==> src/rtl/hdc_pkg.sv <==
package hdc_pkg;
  // Strobes from the step decision logic to the field registers.
  typedef struct packed {
    logic incTherm;
    logic decTherm;
    logic carry;
    logic borrow;
  } hdcStrobes_t;
endpackage

==> src/rtl/hdc_ctrl.sv <==
module hdc_ctrl
  import hdc_pkg::*;
(
  input  logic        stepEn,
  input  logic        stepUp,
  input  logic        thermFull,
  input  logic        thermEmpty,
  input  logic        coarseMax,
  input  logic        coarseMin,
  output hdcStrobes_t strobes
);
  logic wantUp;
  logic wantDown;

  always_comb begin
    wantUp           = stepEn & stepUp;
    wantDown         = stepEn & ~stepUp;
    strobes.incTherm = wantUp & ~thermFull;
    strobes.carry    = wantUp & thermFull & ~coarseMax;
    strobes.decTherm = wantDown & ~thermEmpty;
    strobes.borrow   = wantDown & thermEmpty & ~coarseMin;
  end
endmodule

==> src/rtl/hdc_datapath.sv <==
module hdc_datapath
  import hdc_pkg::*;
#(
  parameter int THERM_W = 16,
  parameter int BIN_W   = 3,
  localparam int LOW_W  = $clog2(THERM_W),
  localparam int CNT_W  = LOW_W + 1,
  localparam int DUTY_W = LOW_W + BIN_W
) (
  input  logic               clk,
  input  logic               rstN,
  input  hdcStrobes_t        strobes,
  output logic               thermFull,
  output logic               thermEmpty,
  output logic               coarseMax,
  output logic               coarseMin,
  output logic [THERM_W-1:0] thermCode,
  output logic [BIN_W-1:0]   coarseCode,
  output logic [THERM_W-1:0] lineSel,
  output logic [DUTY_W-1:0]  dutyCode
);
  logic [THERM_W-1:0] thermQ;
  logic [THERM_W-1:0] thermNext;
  logic [BIN_W-1:0]   coarseQ;
  logic [CNT_W-1:0]   onesCount;
  logic [LOW_W-1:0]   fineIdx;

  // Per-bit next state: shift in from below, shift out from above, or wrap.
  for (genvar i = 0; i < THERM_W; i++) begin : g_thermBit
    logic fromBelow;
    logic fromAbove;
    if (i == 0) begin : g_bottom
      assign fromBelow = 1'b1;
    end else begin : g_mid
      assign fromBelow = thermQ[i-1];
    end
    if (i == THERM_W - 1) begin : g_top
      assign fromAbove = 1'b0;
    end else begin : g_low
      assign fromAbove = thermQ[i+1];
    end
    always_comb begin
      if (strobes.incTherm)      thermNext[i] = fromBelow;
      else if (strobes.decTherm) thermNext[i] = fromAbove;
      else if (strobes.carry)    thermNext[i] = 1'b0;
      else if (strobes.borrow)   thermNext[i] = 1'b1;
      else                       thermNext[i] = thermQ[i];
    end
  end

  always_ff @(posedge clk) begin
    if (!rstN) begin
      thermQ  <= '0;
      coarseQ <= '0;
    end else begin
      thermQ <= thermNext;
      if (strobes.carry)       coarseQ <= coarseQ + 1'b1;
      else if (strobes.borrow) coarseQ <= coarseQ - 1'b1;
    end
  end

  always_comb begin
    onesCount = '0;
    for (int k = 0; k < THERM_W; k++) onesCount = onesCount + CNT_W'(thermQ[k]);
    if (onesCount > CNT_W'(THERM_W - 1)) fineIdx = LOW_W'(THERM_W - 1);
    else                                 fineIdx = onesCount[LOW_W-1:0];
  end

  assign thermFull  = &thermQ;
  assign thermEmpty = ~|thermQ;
  assign coarseMax  = &coarseQ;
  assign coarseMin  = ~|coarseQ;
  assign thermCode  = thermQ;
  assign coarseCode = coarseQ;
  assign dutyCode   = {coarseQ, fineIdx};
  assign lineSel    = THERM_W'(1) << fineIdx;
endmodule

==> src/rtl/hybrid_duty_counter.sv <==
module hybrid_duty_counter
  import hdc_pkg::*;
#(
  parameter int THERM_W = 16,
  parameter int BIN_W   = 3,
  localparam int LOW_W  = $clog2(THERM_W),
  localparam int DUTY_W = LOW_W + BIN_W
) (
  input  logic               clk,
  input  logic               rstN,
  input  logic               stepEn,
  input  logic               stepUp,
  output logic [THERM_W-1:0] thermCode,
  output logic [BIN_W-1:0]   coarseCode,
  output logic [THERM_W-1:0] lineSel,
  output logic [DUTY_W-1:0]  dutyCode
);
  hdcStrobes_t strobes;
  logic thermFull, thermEmpty, coarseMax, coarseMin;

  hdc_ctrl u_ctrl (
    .stepEn     (stepEn),
    .stepUp     (stepUp),
    .thermFull  (thermFull),
    .thermEmpty (thermEmpty),
    .coarseMax  (coarseMax),
    .coarseMin  (coarseMin),
    .strobes    (strobes)
  );

  hdc_datapath #(.THERM_W(THERM_W), .BIN_W(BIN_W)) u_dp (
    .clk        (clk),
    .rstN       (rstN),
    .strobes    (strobes),
    .thermFull  (thermFull),
    .thermEmpty (thermEmpty),
    .coarseMax  (coarseMax),
    .coarseMin  (coarseMin),
    .thermCode  (thermCode),
    .coarseCode (coarseCode),
    .lineSel    (lineSel),
    .dutyCode   (dutyCode)
  );
endmodule

==> config.mk <==
export PLATFORM = sky130hd
export DESIGN_NAME = hybrid_duty_counter
export DESIGN_NICKNAME = d
export VERILOG_FILES = /design/src/rtl/hdc_pkg.sv /design/src/rtl/hdc_ctrl.sv /design/src/rtl/hdc_datapath.sv /design/src/rtl/hybrid_duty_counter.sv
export SDC_FILE = /design/constraint.sdc
export NUM_CORES = 1
export LEC_CHECK = 0
export ABC_AREA = 0
export ABC_CLOCK_PERIOD_IN_PS = 4600
export BUFFER_PORTS_ARGS = -buffer_cell sky130_fd_sc_hd__buf_2
export CAP_MARGIN = 15
export CORE_MARGIN = 2
export CORE_UTILIZATION = 45
export CTS_BUF_LIST = sky130_fd_sc_hd__clkbuf_4 sky130_fd_sc_hd__clkbuf_8 sky130_fd_sc_hd__clkbuf_16
export CTS_CLUSTER_SIZE = 24
export DETAILED_ROUTE_END_ITERATION = 6
export PLACE_DENSITY = 0.72
export SLEW_MARGIN = 30
export SYNTH_ARGS = -nofsm -noshare
export SYNTH_HDL_FRONTEND = slang
export SYNTH_SLANG_ARGS = --single-unit
==> constraint.sdc <==
create_clock -name clk -period 4.6 [get_ports clk]
set_input_delay 0.23 -clock clk [delete_from_list [all_inputs] [get_ports clk]]
set_output_delay 0.23 -clock clk [all_outputs]
set_load 0.02 [all_outputs]
### Word-level counts from Yosys, hierarchy flattened

Index checks and enable logic that the tools add are counted.

* bits in registers: 19
* input bits: 4
* output and inout bits: 42
* word-level logic and storage cells: 76

* $add $sub $neg: 17
* magnitude comparators: 1
* shift-type cells: 1
* multiplexer cells: 37
* bitwise gates (word level): 11
* reductions and logical operators: 7

Operators by type and width (number)
* 5-bit by 1-bit adder with 5-bit output: 14
* 1-bit 2-to-1 mux: 34
* 16-bit AND reduction: 1
* 16-bit OR reduction: 1
* 1-bit by 4-bit << shifter with 16-bit output (first input constant): 1
* 1-bit bitwise AND: 8
* 3-bit 2-to-1 mux: 2
* 5-bit by 4-bit greater-than comparator with 1-bit output (second input constant): 1
* 4-bit 2-to-1 mux: 1
* 4-bit nonzero test: 1
* 3-bit by 1-bit adder with 3-bit output (second input constant): 1
* 1-bit inverter: 3
* 3-bit AND reduction: 1
* 3-bit OR reduction: 1
* 3-bit by 1-bit subtractor with 3-bit output (second input constant): 1
* 1-bit by 1-bit adder with 2-bit output: 1
* 2-bit nonzero test: 1
* 1-bit zero test: 1

### Depth between registers and ports, before layout

* word-level depth: 18
* gate-level depth with buffers: 18
* mapped depth without buffers: 17

### Modules after synthesis

A second synthesis with hierarchy kept.

* cell total of the unflattened synthesis: 204
* area total of the unflattened synthesis: 1631.6 um2

By module, submodules not included
* hdc_datapath: times used 1, cells an instance 200, area each 1590.3 um2, seq. area each 380.4 um2
* hdc_ctrl: times used 1, cells an instance 4, area each 41.3 um2, seq. area each 0.0 um2

### Worst setup path after synthesis

Ideal clock, no wire load.

* kind: reg-to-output
* start: register u_dp.thermQ[1] (netlist: u_dp.thermCode[1])
* end: output lineSel[0]
* arrival: 4.875 ns
* data required time: 4.370 ns
* slack: -0.505 ns
* stages on the path, launching flop included: 17
* path buffers: 1
* path through: dfxtp_1 > inv_1 > ha_1 > inv_1 > fa_1 > fa_1 > fa_1 > inv_1 > fa_1 > ha_1 > nor2b_1 > o21ai_0 > mux2i_1 > nor2b_1 > clkbuf_1 > clkinv_1 > nor3_1

* word-level cells in the longest chain between the ends: 18

Ends and longest elaborated chain
* from (decl): line hdc_datapath.sv:22 `logic [THERM_W-1:0] thermQ;`
* from (signal assigned): line hdc_datapath.sv:56 `thermQ <= thermNext;`
* 1-bit by 1-bit adder with 2-bit output *: line hdc_datapath.sv:64 `for (int k = 0; k < THERM_W; k++) onesCount = onesCount + CNT_W'(thermQ[k]);`
* 5-bit by 1-bit adder with 5-bit output * (14 in a row): line hdc_datapath.sv:64
* 5-bit by 4-bit greater-than comparator with 1-bit output: line hdc_datapath.sv:65 `if (onesCount > CNT_W'(THERM_W - 1)) fineIdx = LOW_W'(THERM_W - 1);`
* 4-bit 2-to-1 mux *: line hdc_datapath.sv:65
* net dutyCode[3]: line hybrid_duty_counter.sv:16 `output logic [DUTY_W-1:0] dutyCode`
* 1-bit by 4-bit << shifter with 16-bit output *: line hdc_datapath.sv:76 `assign lineSel = THERM_W'(1) << fineIdx;`
* to (decl): line hybrid_duty_counter.sv:15 `output logic [THERM_W-1:0] lineSel,`

The timed path passes the listed nets; every way through them passes the cells marked *.

### Final worst setup path

* start: register u_dp.thermQ[1] (netlist: u_dp.thermCode[1])
* end: output lineSel[0]

* word-level cells in the longest chain between the ends: 18

Ends and longest elaborated chain (line)
* 1-bit by 1-bit adder with 2-bit output *: hdc_datapath.sv:64
* 5-bit by 1-bit adder with 5-bit output * (14 in a row): hdc_datapath.sv:64
* 5-bit by 4-bit greater-than comparator with 1-bit output: hdc_datapath.sv:65
* 4-bit 2-to-1 mux *: hdc_datapath.sv:65
* 1-bit by 4-bit << shifter with 16-bit output *: hdc_datapath.sv:76

Every way passes the cells marked *; elsewhere a longest branch is shown, timed or not.

==> flow_summary.ini <==
[run_status]
outcome = finished with violations
violations = negative setup slack

[global_routing]
grt_pass1_wl_mm = 7.95
first_global_vias = 1679
gr-usage-all-layers_pct = 24.8
grt_antenna_before_repair = 0
grt-ovfl-total = 0
grt_max_degree = 16

[power]
leakagePower_nw = 1.11
power.ir.vdd_worst_mv = 0.408
combPwrFrac_pct = 83.2
power_density_mw_per_mm2 = 697
p_seq_share_pct = 11.3
pwr-share-clk_pct = 5.5
power.net_switching_w = 0.000819
swShare_pct = 48.2
power_report.internal_total_w = 0.000879

[die]
die-width_um = 63.2
die_h_um = 63.2
number_of_ports_placed_on_the_die_boundary = 46
floorplan.core_area_sq_mm = 0.00336
rows = 21
start_util_pct = 46.9
dieArea_sq_mm = 0.00399

[critical_path]
reg2reg_start = u_dp.thermCode[1]
timing.setup.critical_path_class = reg -> out
timing.critical_path.arrival_ns = 4.80
worst-r2r-setup-slack_ns = 1.69
end_kind = output port
crit_path_max_fanout = 4
crit_path_start_kind = flip-flop
cp.required_ns = 4.37
reg2reg_to = u_dp.thermCode[5]
worstRegToRegCells = 8

[cts]
ctsLongestPathBuffers = 2
ctsHtreeMaxLevel = 1
tritoncts.num_buffers = 3
cts_hold_buf = 0
clock_tree_from_tritoncts = built
clock-sinks = 19
clk_transition_reported_paths_ns = 0.11
root_buffer = clkbuf_4
worst_skew_pair.late_latency_ns = 0.30

[timing]
setup_slack_ns = -0.426
hold_viol = 0
max_slew_margin_pct = 48.3
finalSetupViolCount = 20
layout_min_cycle_time_ns = 5.03
report.final.slew_viol_count = 0
fin_worst_skew_ns = 0.00399
max_clock_freq_ghz = 0.199
fin_tns_setup_ns = -6.18
min_period_over_period_pct = 109
rsz_0062_raised_after_global_routing = yes
timing_worst_slew_pin_value_ns = 0.770

[hold_path]
source_of_the_worst_hold_timing_path = rstN
hp-class = in -> reg
worstHoldPathCells = 3
hold_critical_path_endpoint = u_dp.thermCode[0]

[yosys]
synth-seq-area-share_pct = 24.1
synth_largest_area_cell = dfxtp_1
synth_area_leaders = dfxtp_1, fa_1, inv_1, ha_1, nor3_1
synth.distinct_cells = 44
yosysTopAreaCellShare_pct = 24.1
synth_enable_flop_cells = 0
synth-seq-cells = 19
mappedNetlistArea_sq_mm = 0.00158
avg_synthesized_cell_area_sq_um = 8.34
async_reset_ff_share_pct = 0
postSynthNetCount = 212
postSynthCellCount = 189
dominantRegCellSynth = dfxtp_1
synth_warn = 0

[placed_design]
place_ws_ns = -0.663
placedInstanceArea_sq_mm = 0.00205
placement.io_buffers = 45
place.gp.congestion = 0.854
placedCellCount = 286
place_hpwl_mm = 3.10

[run]
drv.max_cap_violation_count = 0

[cells_and_area]
postLayoutCellArea_sq_mm = 0.00244
num-fill-cells = 245
utilization_pct = 72.5
final_nets = 282
antenna_cells_inserted = 0
layout-drive-gt1-share_pct = 47.3
final_cells = 304
areaGrowthSynthToFinish_pct = 54.6
layout.cells.most_common_list = buf_2, buf_4, inv_1, buf_6, dfxtp_1

[route]
routed_wl_per_cell_um = 16.9
drt_drc_violations_left = 0
ant_nets = 0
first_iter_violations = 126
detailedRoute.firstPassIterationCount = 5
vias = 1763
detail_route.wirelength_mm = 5.15
drt-vias-per-instance = 5.80
-- how the worst max path moves through the flow --
stage                       from     endpoint  slack (ns)  cells past startpoint
6_report       u_dp.thermCode[1]   lineSel[0]       -0.43                     13
5_1_grt        u_dp.thermCode[0]   lineSel[0]       -0.54                     13
4_1_cts        u_dp.thermCode[1]  lineSel[11]       -0.37                     17
3_5_place_dp   u_dp.thermCode[0]   lineSel[4]       -0.66                     15
3_3_place_gp   u_dp.thermCode[0]   lineSel[0]       -0.56                     15
2_1_floorplan  u_dp.thermCode[0]  lineSel[12]      -0.002                     14
-- cell type report --
cell class	instances	area (sq um)	area share [%]
Multi-Input combinational cell	131	1240	51.0
Timing Repair Buffer	75	601	24.6
Sequential cell	19	388	15.9
Inverter	29	119	4.88
Tap cell	46	57.6	2.36
Clock buffer	4	30.0	1.23
-- synthesized netlist by cell type, types with 5 or more instances --
library cell and number:
nor2_1 11, o21ai_0 10, dfxtp_1 19, clkbuf_1 5, inv_1 28, nand2_1 16
fa_1 11, ha_1 8, nor3_1 14, nor2b_1 5, a221oi_1 7
-- critical path, cell delays in order, from the launching register on --
cell	delay [ns]
dfxtp_4	0.37
inv_4	0.04
ha_4	0.25
inv_2	0.03
fa_1	0.49
fa_1	0.44
fa_1	0.54
fa_1	0.45
fa_2	0.38
buf_6	0.13
fa_2	0.58
nand3_1	0.33
nor3_4	0.32
buf_6	0.15
-- metrics by stage --
stage / hold WS [ns] / power [W]
CTS: 0.243 / 0.00153
global route: 0.282 / 0.00178
global placement: 0.494 / 0.00110
detailed placement: 0.506 / 0.00111
finish: 0.256 / 0.00170
floorplan: 0.368 / 0.000889
-- repair_timing --
action	CTS	global route
setup buffers	10	4
endpoints found under the setup margin	20	20
resized for setup	57	11
pin swaps	14	5
-- metal layers --
layer	routed length (um)	global-route usage, %	up-vias
met5	0	0	-
met4	212	8.42	0
met2	2530	40.6	94
met1	2020	31.9	850
li1	-	-	797
met3	394	6.61	22
-- state kept, by name, indices dropped and copies added, names as in the netlist --
name             cells
u_dp.thermCode      16
u_dp.coarseCode      3
-- kinds of logic (layout without fill, tap and decap cells) --
group	after synthesis	count (layout)	synth area share (%)
multiplexers	2	2	1.27
flip-flops	19	19	24.1
AND/OR/NAND/NOR	71	71	24.8
adder cells (fa/ha/maj)	19	19	20.3
buffers and inverters	39	108	10.6
AO/OA/AOI/OAI	39	39	19.0
-- power groups by stage --
stage,Combinational (W),Clock [W],Sequential [W]
floorplan,0.000679,0,0.000210
global placement,0.000902,0,0.000194
detailed placement,0.000918,0,0.000194
CTS,0.00124,0.0000963,0.000191
global route,0.00148,0.000101,0.000194
finish,0.00141,0.0000939,0.000192
Note: power is estimated with default switching activity, not from simulation.
